==> src/rtl/shf_pkg.sv <==
package shf_pkg;

    // Fields of the sub-operation code; the target decode depends on them.
    localparam int unsigned OP_W         = 4;
    localparam int unsigned OP_RIGHT_BIT = 3;
    localparam int unsigned OP_ARITH_BIT = 2;

    typedef enum logic [1:0] {
        TGT_NONE = 2'd0,
        TGT_AC   = 2'd1,
        TGT_IO   = 2'd2,
        TGT_PAIR = 2'd3
    } shf_tgt_e;

endpackage

==> src/rtl/shf_popcnt.sv <==
module shf_popcnt #(
    parameter int unsigned IN_W  = 9,
    parameter int unsigned OUT_W = $clog2(IN_W + 1)
) (
    input  logic [IN_W-1:0]  field_i,
    output logic [OUT_W-1:0] cnt_o
);

    logic [OUT_W-1:0] part [IN_W+1];

    assign part[0] = '0;

    for (genvar g = 0; g < IN_W; g++) begin : g_acc
        assign part[g+1] = part[g] + OUT_W'(field_i[g]);
    end

    assign cnt_o = part[IN_W];

endmodule

==> src/rtl/shf_word.sv <==
module shf_word #(
    parameter int unsigned W     = 18,
    parameter int unsigned AMT_W = 4
) (
    input  logic [W-1:0]     x_i,
    input  logic [AMT_W-1:0] amt_i,
    input  logic             right_i,
    input  logic             arith_i,
    output logic [W-1:0]     y_o
);

    logic             sign;
    logic [2*W-1:0]   rot_l;
    logic [2*W-1:0]   rot_r;
    logic [2*W-2:0]   sal;
    logic [W-1:0]     sar;

    assign sign  = x_i[W-1];
    assign rot_l = {x_i, x_i} << amt_i;
    assign rot_r = {x_i, x_i} >> amt_i;
    assign sal   = {x_i[W-2:0], {W{sign}}} << amt_i;
    assign sar   = W'($signed(x_i) >>> amt_i);

    always_comb begin
        case ({right_i, arith_i})
            2'b00:   y_o = rot_l[2*W-1:W];
            2'b10:   y_o = rot_r[W-1:0];
            2'b01:   y_o = {sign, sal[2*W-2:W]};
            default: y_o = sar;
        endcase
    end

endmodule

==> src/rtl/shf_pair.sv <==
module shf_pair #(
    parameter int unsigned W     = 18,
    parameter int unsigned AMT_W = 4
) (
    input  logic [W-1:0]     ac_i,
    input  logic [W-1:0]     io_i,
    input  logic [AMT_W-1:0] amt_i,
    input  logic             right_i,
    input  logic             arith_i,
    output logic [W-1:0]     ac_o,
    output logic [W-1:0]     io_o
);

    logic             sign;
    logic [4*W-1:0]   rot_l;
    logic [4*W-1:0]   rot_r;
    logic [3*W-2:0]   scl;
    logic [2*W-1:0]   scr;

    assign sign  = ac_i[W-1];
    assign rot_l = {ac_i, io_i, ac_i, io_i} << amt_i;
    assign rot_r = {ac_i, io_i, ac_i, io_i} >> amt_i;
    assign scl   = {ac_i[W-2:0], io_i, {W{sign}}} << amt_i;
    assign scr   = (2*W)'($signed({ac_i, io_i}) >>> amt_i);

    always_comb begin
        case ({right_i, arith_i})
            2'b00:   {ac_o, io_o} = rot_l[4*W-1:2*W];
            2'b10:   {ac_o, io_o} = rot_r[2*W-1:0];
            2'b01: begin
                ac_o = {sign, scl[3*W-2:2*W]};
                io_o = scl[2*W-1:W];
            end
            default: {ac_o, io_o} = scr;
        endcase
    end

endmodule

==> src/rtl/shf_unit.sv <==
module shf_unit
    import shf_pkg::*;
#(
    parameter int unsigned WORD_W = 18,
    parameter int unsigned CNT_W  = 9
) (
    input  logic                  clk,
    input  logic                  rst_n,
    input  logic [OP_W-1:0]       op_i,
    input  logic [CNT_W-1:0]      cnt_i,
    input  logic [WORD_W-1:0]     ac_i,
    input  logic [WORD_W-1:0]     io_i,
    output logic [WORD_W-1:0]     ac_o,
    output logic [WORD_W-1:0]     io_o,
    output logic                  bad_o
);

    localparam int unsigned AMT_W = $clog2(CNT_W + 1);

    typedef struct packed {
        logic [WORD_W-1:0] ac;
        logic [WORD_W-1:0] io;
        logic              bad;
    } shf_state_t;

    shf_state_t        st_d, st_q;
    logic [AMT_W-1:0]  amt;
    logic              right_sel;
    logic              arith_sel;
    shf_tgt_e          tgt;
    logic [WORD_W-1:0] w_in  [2];
    logic [WORD_W-1:0] w_out [2];
    logic [WORD_W-1:0] pair_ac, pair_io;

    assign right_sel = op_i[OP_RIGHT_BIT];
    assign arith_sel = op_i[OP_ARITH_BIT];
    assign tgt       = shf_tgt_e'(op_i[1:0]);
    assign w_in[0]   = ac_i;
    assign w_in[1]   = io_i;

    shf_popcnt #(.IN_W(CNT_W), .OUT_W(AMT_W)) u_cnt (
        .field_i (cnt_i),
        .cnt_o   (amt)
    );

    for (genvar g = 0; g < 2; g++) begin : g_word
        shf_word #(.W(WORD_W), .AMT_W(AMT_W)) u_word (
            .x_i     (w_in[g]),
            .amt_i   (amt),
            .right_i (right_sel),
            .arith_i (arith_sel),
            .y_o     (w_out[g])
        );
    end

    shf_pair #(.W(WORD_W), .AMT_W(AMT_W)) u_pair (
        .ac_i    (ac_i),
        .io_i    (io_i),
        .amt_i   (amt),
        .right_i (right_sel),
        .arith_i (arith_sel),
        .ac_o    (pair_ac),
        .io_o    (pair_io)
    );

    always_comb begin
        st_d.ac  = ac_i;
        st_d.io  = io_i;
        st_d.bad = 1'b0;
        case (tgt)
            TGT_NONE: st_d.bad = 1'b1;
            TGT_AC:   st_d.ac  = w_out[0];
            TGT_IO:   st_d.io  = w_out[1];
            TGT_PAIR: begin
                st_d.ac = pair_ac;
                st_d.io = pair_io;
            end
        endcase
    end

    always_ff @(posedge clk or negedge rst_n) begin
        if (!rst_n) begin
            st_q <= '0;
        end else begin
            st_q <= st_d;
        end
    end

    assign ac_o  = st_q.ac;
    assign io_o  = st_q.io;
    assign bad_o = st_q.bad;

endmodule

==> config.mk <==
export PLATFORM = sky130hd
export DESIGN_NAME = shf_unit
export DESIGN_NICKNAME = d
export VERILOG_FILES = /design/src/rtl/shf_pkg.sv /design/src/rtl/shf_popcnt.sv /design/src/rtl/shf_word.sv /design/src/rtl/shf_pair.sv /design/src/rtl/shf_unit.sv
export SDC_FILE = /design/constraint.sdc
export NUM_CORES = 1
export LEC_CHECK = 0
export ABC_AREA = 1
export BUFFER_PORTS_ARGS = -buffer_cell sky130_fd_sc_hd__buf_2
export CAP_MARGIN = 40
export CORE_ASPECT_RATIO = 1.4
export CORE_UTILIZATION = 57
export CTS_CLUSTER_DIAMETER = 50
export DETAILED_ROUTE_END_ITERATION = 10
export PLACE_DENSITY = 0.8
export SLEW_MARGIN = 20
export SYNTH_ARGS = -nofsm -noshare
export SYNTH_HDL_FRONTEND = slang
export SYNTH_HIERARCHICAL = 1
export SYNTH_SLANG_ARGS = --single-unit
==> constraint.sdc <==
create_clock -name clk -period 0.8 [get_ports clk]
set_input_delay 0.12 -clock clk [delete_from_list [all_inputs] [get_ports clk]]
set_output_delay 0.12 -clock clk [all_outputs]
set_load 0.01 [all_outputs]
==> results of run 1 <==
-- cell usage after synthesis, drive strengths merged --
master,instances
o21a,1
fa,5
clkinv,1
a21oi,14
nand2,902
nor3,1
nor2,21
a31oi,1
buf,125
clkbuf,26
ha,2
nand4,25
nand3b,1
dfrtp,37
o211ai,48
nand3,830
and2,7
o21ai,10
inv,45
a21boi,1
-- routing by layer --
metal / GRT overflow / GRT usage
met2: 63 / 0.9550
met5: 0 / 0.2475
met3: 2 / 0.5635
met4: 57 / 0.8140
met1: 0 / 0.7676
-- timing repair --
action                                  CTS
hold endpoints to repair                 37
resized for setup                        56
endpoints found under the setup margin   73
gates cloned                              5
hold buffers                              1
buffers inserted                          3
pin swaps                                 5
-- per-stage QoR --
| stage | setup TNS [ns] | worst slack [ns] |
|---|---|---|
| floorplan | -97.81 | -2.740 |
| global placement | -117.61 | -3.367 |
| detailed placement | -119.25 | -3.418 |
| CTS | -111.50 | -3.030 |
-- cells by family after synthesis --
| group | after synthesis | synth area share |
|---|---|---|
| AND/OR/NAND/NOR | 1787 | 0.7539 |
| AO/OA/AOI/OAI | 75 | 0.04795 |
| adder cells (fa/ha/maj) | 7 | 0.01144 |
| flip-flops | 37 | 0.08468 |
| buffers and inverters | 197 | 0.1021 |
==> results by group, run 1 <==
Place
  • Gp weighted congestion: 1.137
  • IO Port Bufs: 87
  • Post-placement cell count: 2557
  • DP Area: 13520 um2
  • Final HPWL DP: 41640 um

Die
  • IO Pins: 88
  • Initial Utilization: 0.5854
  • Rows: 59
  • DIE WIDTH: 119.1 um
  • Height of the die: 165.9 um

Yosys
  • Syn Std Cell Area: 10930 um2
  • Syn_nets: 2161
  • Syn Inst Count: 2103
  • Flops & latches, synth: 37
  • Synth top area cells: nand3_1, nand2_1, dfrtp_1, buf_2, o211ai_1
  • Library cells used by synthesis: 35
  • Syn Area/Cell: 5.199 um2
  • Synth area leader: nand3_1
  • Top-area cell type share of the netlist area: 0.3648
  • Synth warn: 6
  • Sequential area share after synthesis: 0.08468

Global route
  • Total congestion overflow: 122
  • All-layer global routing usage: 0.7693
  • Largest net degree at the start of global routing: 38

Status
  • Status: aborted with a tool error
  • Stop Error: [ERROR GRT-0232] Routing congestion too high. Check the congestion heatmap in the GUI.
  • Halt Stage: 5_1_grt

Clock tree
  • CTS buffer count: 5
  • Root buf cell: clkbuf_16
  • Clk sinks: 37
  • H-Tree Depth: 2
  • Longest Clk Path Bufs: 2

STA
  • Worst EP kind: sequential cell input
  • Last worst endpoint in the global-route repair_timing: io_o[8]$_DFF_PN0_/D
==> inputs of run 2 (changes only) <==
- CORE_ASPECT_RATIO: 1.4 -> default
- CORE_UTILIZATION: 57 -> 40
- CTS_CLUSTER_DIAMETER: 50 -> default
- PLACE_DENSITY: 0.8 -> default
- PLACE_DENSITY_LB_ADDON: default -> 0.15
- clock period: 0.8 -> 1 ns (I/O delays scaled with it)
==> results by group, run 2 <==
Clock tree
  • Clk sinks: 37
  • CTS buffer count: 5
  • CTS tree: built
  • Clock-pin slew on the worst setup and hold paths: 0.07 ns
  • Longest Clk Path Bufs: 2
  • H-Tree Depth: 2
  • Root buf cell: clkbuf_16

STA
  • Crit share post-route: 3.951
  • Tmin final: 3.951 ns
  • Final Max Tran Viols: 0
  • RSZ-0062 raised after global routing: true
  • Final Hold Viols: 0
  • Worst setup margin: -2.951 ns
  • Worst hold slack: 0.2436 ns
  • Fmax: 253.1 MHz
  • Worst Tran Pin Value: 0.6620 ns
  • Fin Setup TNS: -103.22 ns
  • Headroom to the max-slew limit: 0.5570
  • Final setup fails: 42

Worst setup path
  • CP Class: primary input to flop
  • Crit Path Max Fanout: 10
  • Arrival time worst endpoint: 4.12 ns
  • Crit. End Element: flop
  • CP Data Required Time: 1.17 ns
  • Worst Setup Start Kind: primary input

Power and ir drop
  • Flop pwr share: 0.040
  • Pwr/cell area: 3347 nW/um2
  • Sw Share: 0.5830
  • Gate power share: 0.925
  • Switching Power: 31.46 mW
  • Tot Pwr: 53.97 mW
  • Peak VDD IR: 0.002329 V
  • Lkg Pwr: 8.450 nW
  • Internal power: 22.51 mW
  • Clk network pwr share: 0.036

Die
  • DIE WIDTH: 167.3 um
  • Placeable Area: 26880 um2
  • IO Pins: 88
  • Die ar.: 28000 um2
  • Height of the die: 167.3 um
  • Rows: 60
  • Initial Utilization: 0.4068

Finish
  • Post-layout net count: 2453
  • Number of diodes: 0
  • Commonest non-fill, non-tap cell in the layout: nand2_1
  • Fraction of layout cells with a size suffix above 1: 0.3577
  • Area delta synth->final: 47.47%
  • Most frequent cells in the layout: nand2_1, nand3_1, buf_4

Place
  • Setup WS pre-CTS: -3.295 ns
  • Final HPWL DP: 42830 um
  • IO Port Bufs: 87
  • Gp weighted congestion: 1.072

Worst hold path
  • Hold Path Class: primary input to flop

Global route
  • Total congestion overflow: 0
  • Largest net degree at the start of global routing: 51
  • Initial antenna violation count: 0
  • All-layer global routing usage: 0.4024
  • Vias in the first global route: 15360
  • First-pass GRT wire length: 88760 um

Run
  • Max cap viols: 0

Yosys
  • Flops & latches, synth: 37
  • Syn Inst Count: 2103
  • Synth async-reset ratio: 1.000
  • Syn Std Cell Area: 10930 um2
  • Synth top cells by count: nand2_1, nand3_1, buf_2
  • Syn_nets: 2161
  • Top-area cell type share of the netlist area: 0.3648
  • Number of flops mapped to enable cells by yosys: 0
  • Library cells used by synthesis: 35
  • Sequential area share after synthesis: 0.08468
  • Most numerous cell in the Yosys netlist: nand2_1
  • Synth area leader: nand3_1
  • Synth top area cells: nand3_1, nand2_1, dfrtp_1, buf_2, o211ai_1
  • Syn Area/Cell: 5.199 um2
  • Synth warn: 6
  • Synth Flop Type: dfrtp_1

Routing
  • # DRC: 0
  • Via/cell ratio: 6.204
  • Routed wire length: 58310 um
  • DRT Pass-1 Iters: 7
  • Via count: 16980
  • Detail Route Antenna Nets: 0
  • Wire per inst: 21.30 um
  • Initial DRC Count: 2732

Status
  • Status: complete, but fails checks
  • Failing checks: negative setup slack
run 2: final cells by class:
type / instances / area, um2
Tap cell: 341 / 426.7
Clock inverter: 3 / 43.79
Fill cell: 2673 / 10750
Sequential cell: 37 / 927.1
Inverter: 46 / 244.0
Multi-Input combinational cell: 1869 / 10320
Timing Repair Buffer: 436 / 4033
Clock buffer: 5 / 125.1
run 2: worst paths after layout:
kind | start | cells after the start | slack, ns | end
max in group asynchronous | rst_n | 3 | 0.44 | ac_o[9]$_DFF_PN0_
min | ac_i[9] | 3 | 0.24 | ac_o[9]$_DFF_PN0_
min in group asynchronous | rst_n | 3 | 0.36 | ac_o[9]$_DFF_PN0_
max | cnt_i[3] | 19 | -2.95 | io_o[13]$_DFF_PN0_
run 2: critical path: stages:
cell      delay (ns)
buf_6           0.07
inv_2           0.03
fa_1            0.54
fa_1            0.43
fa_1            0.50
fa_2            0.40
fa_2            0.58
inv_6           0.07
buf_12          0.14
inv_16          0.11
buf_12          0.14
buf_6           0.10
nand3_2         0.08
nand3_2         0.07
nand2_2         0.07
o211ai_1        0.23
nand3_2         0.18
nand3_2         0.14
nand3_2         0.07
run 2: cells by family (layout without fill, tap and decap cells):
family,count (synthesis),in the layout,synth area share
buffers and inverters,197,490,0.1021
adder cells (fa/ha/maj),7,7,0.01144
AO/OA/AOI/OAI,75,75,0.04795
AND/OR/NAND/NOR,1787,1787,0.7539
flip-flops,37,37,0.08468
run 2: what timing repair did:
action | CTS | global route
resized for setup | 224 | 119
cloned | 10 | 4
buffers inserted | 25 | 4
endpoints found under the setup margin | 42 | 41
endpoints found under the hold margin | 37 | 0
pin swaps | 66 | 46
hold buffers | 1 | 0
run 2: layer usage:
layer,wire length [um],up-vias,track usage
met5,0,-,0
met3,7382,149,0.07705
met2,24510,1183,0.5969
li1,-,7769,-
met1,24580,7878,0.5874
met4,1833,0,0.1057
run 2: power by group through the flow:
stage	combinational, mW	clock, mW	sequential [mW]
floorplan	27.4	0	2.28
finish	49.9	1.93	2.14
global route	53.6	1.97	2.16
global placement	39.9	0	2.17
CTS	46.1	1.92	2.12
detailed placement	39.8	0	2.15
run 2: through the flow:
| stage | area [um2] | cells | utilization |
|---|---|---|---|
| 6_report | 16120 | 2737 | 0.6000 |
| 3_5_place_dp | 13950 | 2689 | 0.5191 |
| 3_3_place_gp | 13950 | 2689 | 0.5191 |
| 2_1_floorplan | 11260 | 2103 | - |
| 5_1_grt | 16120 | 2737 | 0.6000 |
| 4_1_cts | 15580 | 2732 | 0.5799 |
No activity file was read; power rests on OpenSTA's default activity.
